$ cat src/rtl/spi_evt_pkg.sv
package spi_evt_pkg;
  typedef enum logic [1:0] {
    ADDR_MODE = 2'd0,
    ADDR_EVT  = 2'd1,
    ADDR_MASK = 2'd2,
    ADDR_DATA = 2'd3
  } reg_addr_e;

  localparam int NUM_EVT   = 6;
  localparam int EV_RX_THR = 0;
  localparam int EV_TX_THR = 1;
  localparam int EV_RX_OVF = 2;
  localparam int EV_TX_OVF = 3;
  localparam int EV_RX_UDF = 4;
  localparam int EV_TX_UDF = 5;

  localparam int MODE_EN_BIT   = 31;
  localparam int MODE_LOOP_BIT = 30;
  localparam int TXTHR_LSB     = 8;
  localparam int TXTHR_W       = 6;
  localparam int RXTHR_LSB     = 0;
  localparam int RXTHR_W       = 5;

  localparam int ST_RXNE_BIT = 8;
  localparam int ST_TXNF_BIT = 9;
  localparam int RXCNT_LSB   = 16;
  localparam int TXCNT_LSB   = 24;

  typedef struct packed {
    logic               en;
    logic               loop;
    logic [TXTHR_W-1:0] txthr;
    logic [RXTHR_W-1:0] rxthr;
  } mode_t;
endpackage

$ cat src/rtl/spi_evt_fifo.sv
module spi_evt_fifo #(
  parameter int DW    = 8,
  parameter int DEPTH = 32,
  localparam int AW   = (DEPTH > 1) ? $clog2(DEPTH) : 1,
  localparam int CW   = $clog2(DEPTH + 1)
) (
  input  logic          clk_i,
  input  logic          rst_ni,
  input  logic          push_i,
  input  logic [DW-1:0] data_i,
  input  logic          pop_i,
  output logic [DW-1:0] head_o,
  output logic [CW-1:0] cnt_o,
  output logic          full_o,
  output logic          empty_o
);
  logic [DW-1:0] mem_q [DEPTH];
  logic [AW-1:0] wr_q, rd_q;
  logic [CW-1:0] cnt_q;
  logic          push_ok, pop_ok;

  assign full_o  = (cnt_q == CW'(DEPTH));
  assign empty_o = (cnt_q == '0);
  // acceptance judged on the count before this cycle
  assign push_ok = push_i && !full_o;
  assign pop_ok  = pop_i && !empty_o;
  assign head_o  = mem_q[rd_q];
  assign cnt_o   = cnt_q;

  function automatic logic [AW-1:0] nxt(input logic [AW-1:0] p);
    return (p == AW'(DEPTH - 1)) ? '0 : p + 1'b1;
  endfunction

  always_ff @(posedge clk_i) begin
    if (push_ok) mem_q[wr_q] <= data_i;
  end

  always_ff @(posedge clk_i or negedge rst_ni) begin
    if (!rst_ni) begin
      wr_q  <= '0;
      rd_q  <= '0;
      cnt_q <= '0;
    end else begin
      if (push_ok) wr_q <= nxt(wr_q);
      if (pop_ok)  rd_q <= nxt(rd_q);
      case ({push_ok, pop_ok})
        2'b10:   cnt_q <= cnt_q + 1'b1;
        2'b01:   cnt_q <= cnt_q - 1'b1;
        default: cnt_q <= cnt_q;
      endcase
    end
  end
endmodule

$ cat src/rtl/spi_evt_mode.sv
module spi_evt_mode
  import spi_evt_pkg::*;
(
  input  logic        clk_i,
  input  logic        rst_ni,
  input  logic        we_i,
  input  logic [31:0] wdata_i,
  output mode_t       mode_o,
  output logic [31:0] rd_o
);
  mode_t mode_q;

  always_ff @(posedge clk_i or negedge rst_ni) begin
    if (!rst_ni) begin
      mode_q <= '0;
    end else if (we_i) begin
      mode_q.en <= wdata_i[MODE_EN_BIT];
      if (!mode_q.en) begin  // fields frozen while running
        mode_q.loop  <= wdata_i[MODE_LOOP_BIT];
        mode_q.txthr <= wdata_i[TXTHR_LSB +: TXTHR_W];
        mode_q.rxthr <= wdata_i[RXTHR_LSB +: RXTHR_W];
      end
    end
  end

  always_comb begin
    rd_o                          = '0;
    rd_o[MODE_EN_BIT]             = mode_q.en;
    rd_o[MODE_LOOP_BIT]           = mode_q.loop;
    rd_o[TXTHR_LSB +: TXTHR_W]    = mode_q.txthr;
    rd_o[RXTHR_LSB +: RXTHR_W]    = mode_q.rxthr;
  end

  assign mode_o = mode_q;
endmodule

$ cat src/rtl/spi_evt_events.sv
module spi_evt_events #(
  parameter int N = 6
) (
  input  logic         clk_i,
  input  logic         rst_ni,
  input  logic [N-1:0] set_i,
  input  logic         clr_we_i,
  input  logic [N-1:0] clr_i,
  input  logic         mask_we_i,
  input  logic [N-1:0] mask_i,
  output logic [N-1:0] evt_o,
  output logic [N-1:0] mask_o,
  output logic         irq_o
);
  logic [N-1:0] evt_q, mask_q;

  for (genvar i = 0; i < N; i++) begin : g_evt
    always_ff @(posedge clk_i or negedge rst_ni) begin
      if (!rst_ni)                    evt_q[i] <= 1'b0;
      else if (set_i[i])              evt_q[i] <= 1'b1;  // set beats clear
      else if (clr_we_i && clr_i[i])  evt_q[i] <= 1'b0;
    end
  end

  always_ff @(posedge clk_i or negedge rst_ni) begin
    if (!rst_ni)        mask_q <= '0;
    else if (mask_we_i) mask_q <= mask_i;
  end

  assign evt_o  = evt_q;
  assign mask_o = mask_q;
  assign irq_o  = |(evt_q & mask_q);
endmodule

$ cat src/rtl/spi_evt_ctrl.sv
module spi_evt_ctrl
  import spi_evt_pkg::*;
#(
  parameter int DW    = 8,
  parameter int DEPTH = 32,
  localparam int CW   = $clog2(DEPTH + 1)
) (
  input  logic          clk_i,
  input  logic          rst_ni,
  input  logic          reg_we_i,
  input  logic          reg_re_i,
  input  logic [1:0]    reg_addr_i,
  input  logic [31:0]   reg_wdata_i,
  output logic [31:0]   reg_rdata_o,
  input  logic          tx_pop_i,
  output logic [DW-1:0] tx_data_o,
  output logic          tx_avail_o,
  input  logic          rx_push_i,
  input  logic [DW-1:0] rx_data_i,
  output logic          irq_o
);
  reg_addr_e     addr;
  mode_t         mode;
  logic [31:0]   mode_rd;
  logic          wr_mode, wr_evt, wr_mask, wr_data, rd_data;
  logic [DW-1:0] tx_head, rx_head, rx_in;
  logic [CW-1:0] tx_cnt, rx_cnt;
  logic          tx_full, tx_empty, rx_full, rx_empty;
  logic          tx_pop, rx_push;
  logic [NUM_EVT-1:0] evt_set, evt, mask;

  assign addr    = reg_addr_e'(reg_addr_i);
  assign wr_mode = reg_we_i && addr == ADDR_MODE;
  assign wr_evt  = reg_we_i && addr == ADDR_EVT;
  assign wr_mask = reg_we_i && addr == ADDR_MASK;
  assign wr_data = reg_we_i && addr == ADDR_DATA;
  assign rd_data = reg_re_i && addr == ADDR_DATA;

  spi_evt_mode u_mode (
    .clk_i, .rst_ni,
    .we_i    (wr_mode),
    .wdata_i (reg_wdata_i),
    .mode_o  (mode),
    .rd_o    (mode_rd)
  );

  assign tx_pop  = mode.en && tx_pop_i;
  assign rx_push = mode.en && (mode.loop ? (tx_pop && !tx_empty) : rx_push_i);
  assign rx_in   = mode.loop ? tx_head : rx_data_i;

  spi_evt_fifo #(.DW(DW), .DEPTH(DEPTH)) u_tx_fifo (
    .clk_i, .rst_ni,
    .push_i  (wr_data),
    .data_i  (reg_wdata_i[DW-1:0]),
    .pop_i   (tx_pop),
    .head_o  (tx_head),
    .cnt_o   (tx_cnt),
    .full_o  (tx_full),
    .empty_o (tx_empty)
  );

  spi_evt_fifo #(.DW(DW), .DEPTH(DEPTH)) u_rx_fifo (
    .clk_i, .rst_ni,
    .push_i  (rx_push),
    .data_i  (rx_in),
    .pop_i   (rd_data),
    .head_o  (rx_head),
    .cnt_o   (rx_cnt),
    .full_o  (rx_full),
    .empty_o (rx_empty)
  );

  always_comb begin
    evt_set            = '0;
    evt_set[EV_RX_THR] = mode.en && (rx_cnt > CW'(mode.rxthr));
    evt_set[EV_TX_THR] = mode.en && (tx_cnt < CW'(mode.txthr));
    evt_set[EV_RX_OVF] = rx_push && rx_full;
    evt_set[EV_TX_OVF] = wr_data && tx_full;
    evt_set[EV_RX_UDF] = rd_data && rx_empty;
    evt_set[EV_TX_UDF] = tx_pop && tx_empty;
  end

  spi_evt_events #(.N(NUM_EVT)) u_events (
    .clk_i, .rst_ni,
    .set_i     (evt_set),
    .clr_we_i  (wr_evt),
    .clr_i     (reg_wdata_i[NUM_EVT-1:0]),
    .mask_we_i (wr_mask),
    .mask_i    (reg_wdata_i[NUM_EVT-1:0]),
    .evt_o     (evt),
    .mask_o    (mask),
    .irq_o     (irq_o)
  );

  always_comb begin
    reg_rdata_o = '0;
    unique case (addr)
      ADDR_MODE: reg_rdata_o = mode_rd;
      ADDR_EVT: begin
        reg_rdata_o[NUM_EVT-1:0]     = evt;
        reg_rdata_o[ST_RXNE_BIT]     = !rx_empty;
        reg_rdata_o[ST_TXNF_BIT]     = !tx_full;
        reg_rdata_o[RXCNT_LSB +: CW] = rx_cnt;
        reg_rdata_o[TXCNT_LSB +: CW] = tx_cnt;
      end
      ADDR_MASK: reg_rdata_o[NUM_EVT-1:0] = mask;
      ADDR_DATA: reg_rdata_o[DW-1:0] = rx_empty ? '0 : rx_head;
      default:   reg_rdata_o = '0;
    endcase
  end

  assign tx_data_o  = tx_head;
  assign tx_avail_o = mode.en && !tx_empty;
endmodule

$ cat config.mk
export PLATFORM = sky130hd
export DESIGN_NAME = spi_evt_ctrl
export DESIGN_NICKNAME = d
export VERILOG_FILES = /design/src/rtl/spi_evt_pkg.sv /design/src/rtl/spi_evt_fifo.sv /design/src/rtl/spi_evt_mode.sv /design/src/rtl/spi_evt_events.sv /design/src/rtl/spi_evt_ctrl.sv
export SDC_FILE = /design/constraint.sdc
export NUM_CORES = 1
export LEC_CHECK = 0
export ABC_AREA = 1
export BUFFER_PORTS_ARGS = -buffer_cell sky130_fd_sc_hd__buf_2
export CAP_MARGIN = 20
export CORE_MARGIN = 3
export CORE_UTILIZATION = 45
export DETAILED_ROUTE_END_ITERATION = 8
export PLACE_DENSITY = 0.61
export SLEW_MARGIN = 15
export SYNTH_ARGS = -nofsm -noshare
export SYNTH_HDL_FRONTEND = slang
export SYNTH_SLANG_ARGS = --single-unit
$ cat constraint.sdc
create_clock -name clk_i -period 3.1 [get_ports clk_i]
set_input_delay 0.465 -clock clk_i [delete_from_list [all_inputs] [get_ports clk_i]]
set_output_delay 0.465 -clock clk_i [all_outputs]
set_load 0.01 [all_outputs]
Word-level counts from Yosys, hierarchy flattened
Memory sizes are Yosys's and may differ from the RTL's.
Cells that the tools add are included.
{"block": "totals", "ff_bits": 57, "ramBits": 512, "output_inout_bits": 42, "memories": 2}
{"memory": "u_rx_fifo.mem_q", "depth": 32, "word_bits": 8, "read_ports": 1, "rd_ports_with_merged_regs": 0, "wr": 1, "line": "spi_evt_fifo.sv:17", "text": "logic [DW-1:0] mem_q [DEPTH];"}
{"memory": "u_tx_fifo.mem_q", "depth": 32, "word_bits": 8, "read_ports": 1, "rd_ports_with_merged_regs": 0, "wr": 1, "line": "spi_evt_fifo.sv:17"}
{"block": "classes", "addsub": 8, "order_cmp": 2, "eq_ne": 13, "n_mux": 32, "n_bitwise": 2, "n_reduce_logical": 41}
{"cell": "$logic_and 1x1->1", "count": 24}
{"cell": "$pmux 6 s2", "count": 2}
{"cell": "$pmux 6 s4", "count": 1}
{"cell": "$add 5x1->5 const B", "count": 4}
{"cell": "$eq 5x5->1 const B", "count": 4}
{"cell": "$mux 5", "count": 4}
{"cell": "$mux 1", "count": 17}
{"cell": "$mux 8", "count": 2}
{"cell": "$reduce_bool 2->1", "count": 8}
{"cell": "$add 6x1->6 const B", "count": 2}
{"cell": "$eq 6x6->1 const B", "count": 2}
{"cell": "$logic_not 6->1", "count": 2}
{"cell": "$mux 6", "count": 2}
{"cell": "$sub 6x1->6 const B", "count": 2}
{"cell": "$eq 2x2->1 const B", "count": 4}
{"cell": "$and 6x6->6", "count": 1}
{"cell": "$eq 2x1->1 const B", "count": 3}
{"cell": "$gt 6x5->1", "count": 1}
{"cell": "$lt 6x6->1", "count": 1}
{"cell": "$reduce_or 6->1", "count": 1}
{"cell": "$logic_not 1->1", "count": 4}
{"cell": "$mux 2", "count": 2}
{"cell": "$mux 4", "count": 1}
{"cell": "$pmux 2 s2", "count": 1}
{"cell": "3 further kinds", "count": 3}

Longest topological paths before layout
{"block": "depth", "ltp_word": 8, "mapped_depth": 19, "mapped_depth_nobuf": 17}

By module
From an unflattened synthesis, not the netlist that was laid out.
{"block": "unflattened", "cells_unflattened": 2520, "hier_area_um2": 25654.6}
{"module": "spi_evt_fifo at u_tx_fifo", "instances": 1, "cells_each": 1148, "area_each_um2": 11912.7, "seq_area_each_um2": 8087.8}
{"module": "spi_evt_fifo at u_rx_fifo", "instances": 1, "cells_each": 1031, "area_each_um2": 11459.7, "seq_area_each_um2": 8087.8}
{"module": "spi_evt_ctrl", "instances": 1, "cells_each": 197, "area_each_um2": 1022.2, "seq_area_each_um2": 0.0}
{"module": "spi_evt_mode", "instances": 1, "cells_each": 89, "area_each_um2": 764.5, "seq_area_each_um2": 325.3}
{"module": "spi_evt_events", "instances": 1, "cells_each": 55, "area_each_um2": 495.5, "seq_area_each_um2": 300.3}

Least setup slack after synthesis
Ideal clock, no wire load.
{"block": "synth_path", "kind": "register -> register", "startpoint": "register u_tx_fifo.cnt_q[1] (netlist: u_tx_fifo.cnt_o[1])", "endpoint": "register u_rx_fifo.cnt_q[4] (netlist: u_rx_fifo.cnt_o[4])", "arrival_ps": 2440, "t_required_ps": 2974, "slack_ps": 534, "path_stages_with_launch": 20, "cell_sequence": "dfrtp_1 > inv_1 > nand4_2 > nor2_1 > nand2_2 > nand2_1 > nand2_2 > nand3b_4 > buf_6 > ha_1 > buf_2 > xnor2_1 > inv_1 > ha_1 > o21ai_0 > nand2_1 > nand2_1 > nand3_1 > nand3_1 > o21ai_0"}
{"block": "synth_between", "elab_chain_cells": 8, "word_cells_on_any_way": 10, "classes_between": "2 x eq/ne; 2 x mux; 6 x reduce/logical"}
{"item": "start: declaration", "line": "spi_evt_fifo.sv:19", "text": "logic [CW-1:0] cnt_q;"}
{"item": "start signal: assignment", "line": "spi_evt_fifo.sv:47", "text": "2'b10: cnt_q <= cnt_q + 1'b1;"}
{"item": "start signal: assignment", "line": "spi_evt_fifo.sv:48", "text": "2'b01: cnt_q <= cnt_q - 1'b1;"}
{"item": "start signal: assignment", "line": "spi_evt_fifo.sv:49", "text": "default: cnt_q <= cnt_q;"}
{"item": "$logic_not 6->1 *", "line": "spi_evt_fifo.sv:23", "text": "assign empty_o = (cnt_q == '0);"}
{"item": "$logic_not 1->1 *", "line": "spi_evt_ctrl.sv:48", "text": "assign rx_push = mode.en && (mode.loop ? (tx_pop && !tx_empty) : rx_push_i);"}
{"item": "$logic_and 1x1->1 *", "line": "spi_evt_ctrl.sv:48"}
{"item": "$mux 1 *", "line": "spi_evt_ctrl.sv:48"}
{"item": "$logic_and 1x1->1 *", "line": "spi_evt_ctrl.sv:48"}
{"item": "$logic_and 1x1->1 *", "line": "spi_evt_fifo.sv:25", "text": "assign push_ok = push_i && !full_o;"}
{"item": "$eq 2x1->1 or $eq 2x2->1 (tied branches)", "line": "spi_evt_fifo.sv:46", "text": "case ({push_ok, pop_ok})"}
{"item": "$pmux 6 s2 or $reduce_bool 2->1 (tied branches)"}
{"item": "end signal: assignment", "line": "spi_evt_fifo.sv:47"}
{"item": "end signal: assignment", "line": "spi_evt_fifo.sv:48"}
{"item": "end signal: assignment", "line": "spi_evt_fifo.sv:49"}
{"item": "end: declaration", "line": "spi_evt_fifo.sv:19"}
Every way passes the cells marked *; elsewhere a longest branch is shown, timed or not.
A chain may end at the register's enable or synchronous reset.

Worst setup path after layout
{"block": "layout_path", "startpoint": "register u_rx_fifo.rd_q[0]", "endpoint": "output reg_rdata_o[4]"}
{"block": "layout_between", "elab_chain_cells": 3}
{"item": "start: declaration", "line": "spi_evt_fifo.sv:18", "text": "logic [AW-1:0] wr_q, rd_q;"}
{"item": "start signal: assignment", "line": "spi_evt_fifo.sv:45", "text": "if (pop_ok) rd_q <= nxt(rd_q);"}
{"item": "$mem_v2 32x8"}
{"item": "$mux 8", "line": "spi_evt_ctrl.sv:107", "text": "ADDR_DATA: reg_rdata_o[DW-1:0] = rx_empty ? '0 : rx_head;"}
{"item": "$pmux 6 s4", "line": "spi_evt_ctrl.sv:97", "text": "unique case (addr)"}
{"item": "end: declaration", "line": "spi_evt_ctrl.sv:14", "text": "output logic [31:0] reg_rdata_o,"}
Every way passes these cells.

==> results.md <==
- Worst r2r src: u_rx_fifo.cnt_o[0]$_DFFE_PN0P_
- Die area: 58600 um2
- CP startpoint kind: register
- Critical path peak fanout: 7
- Min Tclk post-route: 3.08 ns
- Core ar.: 54500 um2
- Setup TNS: 0 ns
- Period utilization: 99.2%
- Num CTS Buffers: 56
- Max-slew headroom: 45.9%
- Largest net degree at the start of global routing: 83
- Final core utilization: 54.1%
- Hold slack: 0.0808 ns
- Die Height: 242 um
- Clock slew at reported path FFs: 0.07 ns
- Vias in the first global route: 16.9k
- Cell Rows: 85
- Initial core utilization: 46.1%
- Mapped Avg Cell Area: 10.9 um2
- RSZ-0062 raised after global routing: true
- Final hold viol count: 0
- Post-Syn Instances: 2292
- Antenna violations before repair: 1
- First-pass GRT wire length: 97.8 mm
- Reg2reg setup slack: 0.25 ns
- Setup violators final: 0
- Comb power frac: 39.6%
- # IOs: 90
- Depth of the worst register-to-register path: 14
- Clock Latency Late Sink: 0.61 ns
- Register share of total power: 36.0%
- Final-stage net count: 2532
- Vias: 17.5k
- Outcome: finished, final reports clean
- Dpl ws: 0.186 ns
- Area growth, synth to finish: 17.6%
- Total GRT Usage: 21.3%
- Leakage power: 11.4 nW
- ANT cells: 0
- Total Wirelength: 65.6 mm
- CTS Sinks: 569
- Final worst setup slack: 0.0233 ns
- Worst Hold End: u_mode.mode_o[12]$_DFFE_PN0P_
- Pwr Density: 959 nW/um2
- Gr ovfl total: 0
- Hold Startpoint: reg_wdata_i[31]
- Hold/Removal Path Class: in2reg
- Post-synthesis cell area: 25100 um2
- Post-synth EDFFs: 512
- # DRC: 0
- Count of final max-slew check failures: 0
- WP data required: 2.63 ns
- Post-DR wirelength/cell: 20.3 um
- CP Class: reg2out
- Pint: 0.0175 W
- Clock network fraction of total power: 24.5%
- Placer congestion estimate: 0.863
- Worst setup path start: u_rx_fifo.rd_q[0]$_DFFE_PN0P_
- Arr. time, crit path: 2.61 ns
- Net Sw Frac: 38.1%
- Crit. End Element: primary output
- Cell variety after synth: 45
- DP HPWL: 38.5 mm
- CTS max path bufs: 3
- Clock Tree Root: clkbuf_16
- DRT antenna net count: 0
- Share of cells above drive strength 1: 17.1%
- Worst reg2reg path endpoint: u_rx_fifo.cnt_o[4]$_DFFE_PN0P_
- Die X: 242 um
- Synth Flop Type: edfxtp_1
- Register area share after synthesis: 67.0%
- Yosys warns: 0
- Psw: 0.0108 W
- Max_cap viols: 0
- Worst vdd ir: 0.701 mV
- First-pass DRT Iterations: 5
- Clock Skew: 0.0185 ns
- Fmax: 325 MHz
- Vias per inst: 5.40
- Initial DRC count: 1542
- Pwr Total: 0.0283 W
- Depth of the CTS H-tree: 2
- TritonCTS clock tree: built
- Register bit total from synthesis: 569
- Asr flop ratio synth: 10.0%
- Slew at the pin closest to its max-slew limit: 0.807 ns
- Hold path depth: 3
- IO buf count: 69
final cells by class:
cell class / count / area, um2
clock buffer: 66 / 1460
clock inverter: 37 / 392
fill: 4669 / 25000
inverter: 220 / 863
multi-input combinational: 1389 / 7070
sequential: 569 / 16800
tap: 739 / 925
timing repair buffer: 214 / 1950
timing repair inverter: 1 / 8.76
worst max-delay path: stages (launching register included):
cell,delay [ns]
dfrtp_4,0.58
bufbuf_16,0.31
or2_2,0.29
nand3_1,0.07
nand3_1,0.11
nand3_2,0.12
nand3_2,0.17
nand3_2,0.14
a21oi_2,0.07
buf_2,0.15
sequential cells by signal, indices dropped and copies added, names as in the netlist:
name,flops
u_tx_fifo.wr_q,5
u_tx_fifo.rd_q,5
u_tx_fifo.cnt_o,6
u_mode.mode_o,13
u_events.evt_o,6
u_events.mask_o,6
u_rx_fifo.mem_q,256
u_rx_fifo.rd_q,5
u_rx_fifo.wr_q,5
u_rx_fifo.cnt_o,6
u_tx_fifo.mem_q,256
per-stage QoR:
step / instance area (um2) / std cells
3_3_place_gp: 26600 / 3096
2_1_floorplan: 25100 / 2295
5_1_grt: 29500 / 3235
3_5_place_dp: 26700 / 3101
6_report: 29500 / 3235
4_1_cts: 28900 / 3216
power groups by stage:
| stage | sequential, W | combinational, W | clock (W) |
|---|---|---|---|
| finish | 0.0102 | 0.0112 | 0.00692 |
| global route | 0.0102 | 0.0122 | 0.00733 |
| CTS | 0.0102 | 0.0103 | 0.00703 |
| detailed placement | 0.0103 | 0.00959 | 0 |
| global placement | 0.0103 | 0.00939 | 0 |
| floorplan | 0.0101 | 0.00627 | 0 |
what timing repair did:
item                                    CTS  global route
hold buffers                              1             0
gates resized for setup                  39            79
hold endpoints to repair                 27             0
gates cloned                              7             9
pin swaps                                 3            25
endpoints found under the setup margin   16            17
setup buffers                             4             7
layout by cell type (no fill, tap or decap), types with 9 or more instances in the layout:
cell / n
nand2_2: 12
nor2_1: 294
nand3_2: 36
ha_1: 32
buf_2: 76
clkinv_1: 14
o211ai_1: 39
nand2_1: 372
dfrtp_1: 53
clkbuf_16: 63
edfxtp_1: 512
clkinv_2: 17
o21ai_1: 50
o22ai_1: 25
o21ai_0: 159
inv_1: 202
a21oi_1: 35
or2_2: 27
buf_6: 13
nand3_1: 185
nor3_1: 35
buf_4: 95
buf_12: 13
clkbuf_1: 9
synth_stat cells (all sizes together), types with 2 or more instances:
cell	number	area share (%)
xnor2	6	0.21
a21oi	41	0.82
inv	213	3.2
dfrtp	57	5.7
clkbuf	33	0.51
nand4	4	0.12
edfxtp	512	61
o21ai	209	4.2
nand2	385	5.8
nor2	308	4.7
o221ai	8	0.28
nand3	225	4.5
clkinv	7	0.10
xor2	6	0.21
o211ai	39	1.2
nor3	44	0.94
or2	36	0.90
a221oi	6	0.21
buf	85	2.5
o22ai	25	0.62
o2111ai	3	0.10
ha	32	1.6
nand3b	2	0.11
layer usage:
| layer | vias to the layer above | share of wire (%) | GRT usage (%) |
|---|---|---|---|
| met2 | 581 | 48 | 35.2 |
| met5 | - | 0 | 0 |
| met1 | 8561 | 42 | 29.0 |
| li1 | 8229 | - | - |
| met4 | 0 | 2.6 | 7.02 |
| met3 | 104 | 6.8 | 3.41 |
logic make-up (layout without fill, tap and decap cells):
| kind of cell | Yosys count | after routing | share of synthesized area [%] |
|---|---|---|---|
| fa+ha+maj | 33 | 33 | 1.68 |
| xor+xnor | 12 | 12 | 0.419 |
| other cells | 1 | 4 | 0.0150 |
| buf+inv | 338 | 538 | 6.37 |
| flops | 569 | 569 | 67.0 |
| compound gates | 335 | 335 | 7.49 |
| simple gates | 1004 | 1005 | 17.0 |
worst max-delay path by stage:
stage          slack (ns)                             end
3_5_place_dp         0.19  u_rx_fifo.cnt_o[4]$_DFFE_PN0P_
6_report             0.02                  reg_rdata_o[4]
5_1_grt             -0.05                  reg_rdata_o[2]
3_3_place_gp         0.22  u_rx_fifo.cnt_o[4]$_DFFE_PN0P_
4_1_cts             -0.02                  reg_rdata_o[5]
2_1_floorplan        0.53  u_rx_fifo.cnt_o[4]$_DFFE_PN0P_
No activity file was read; power rests on OpenSTA's default activity.
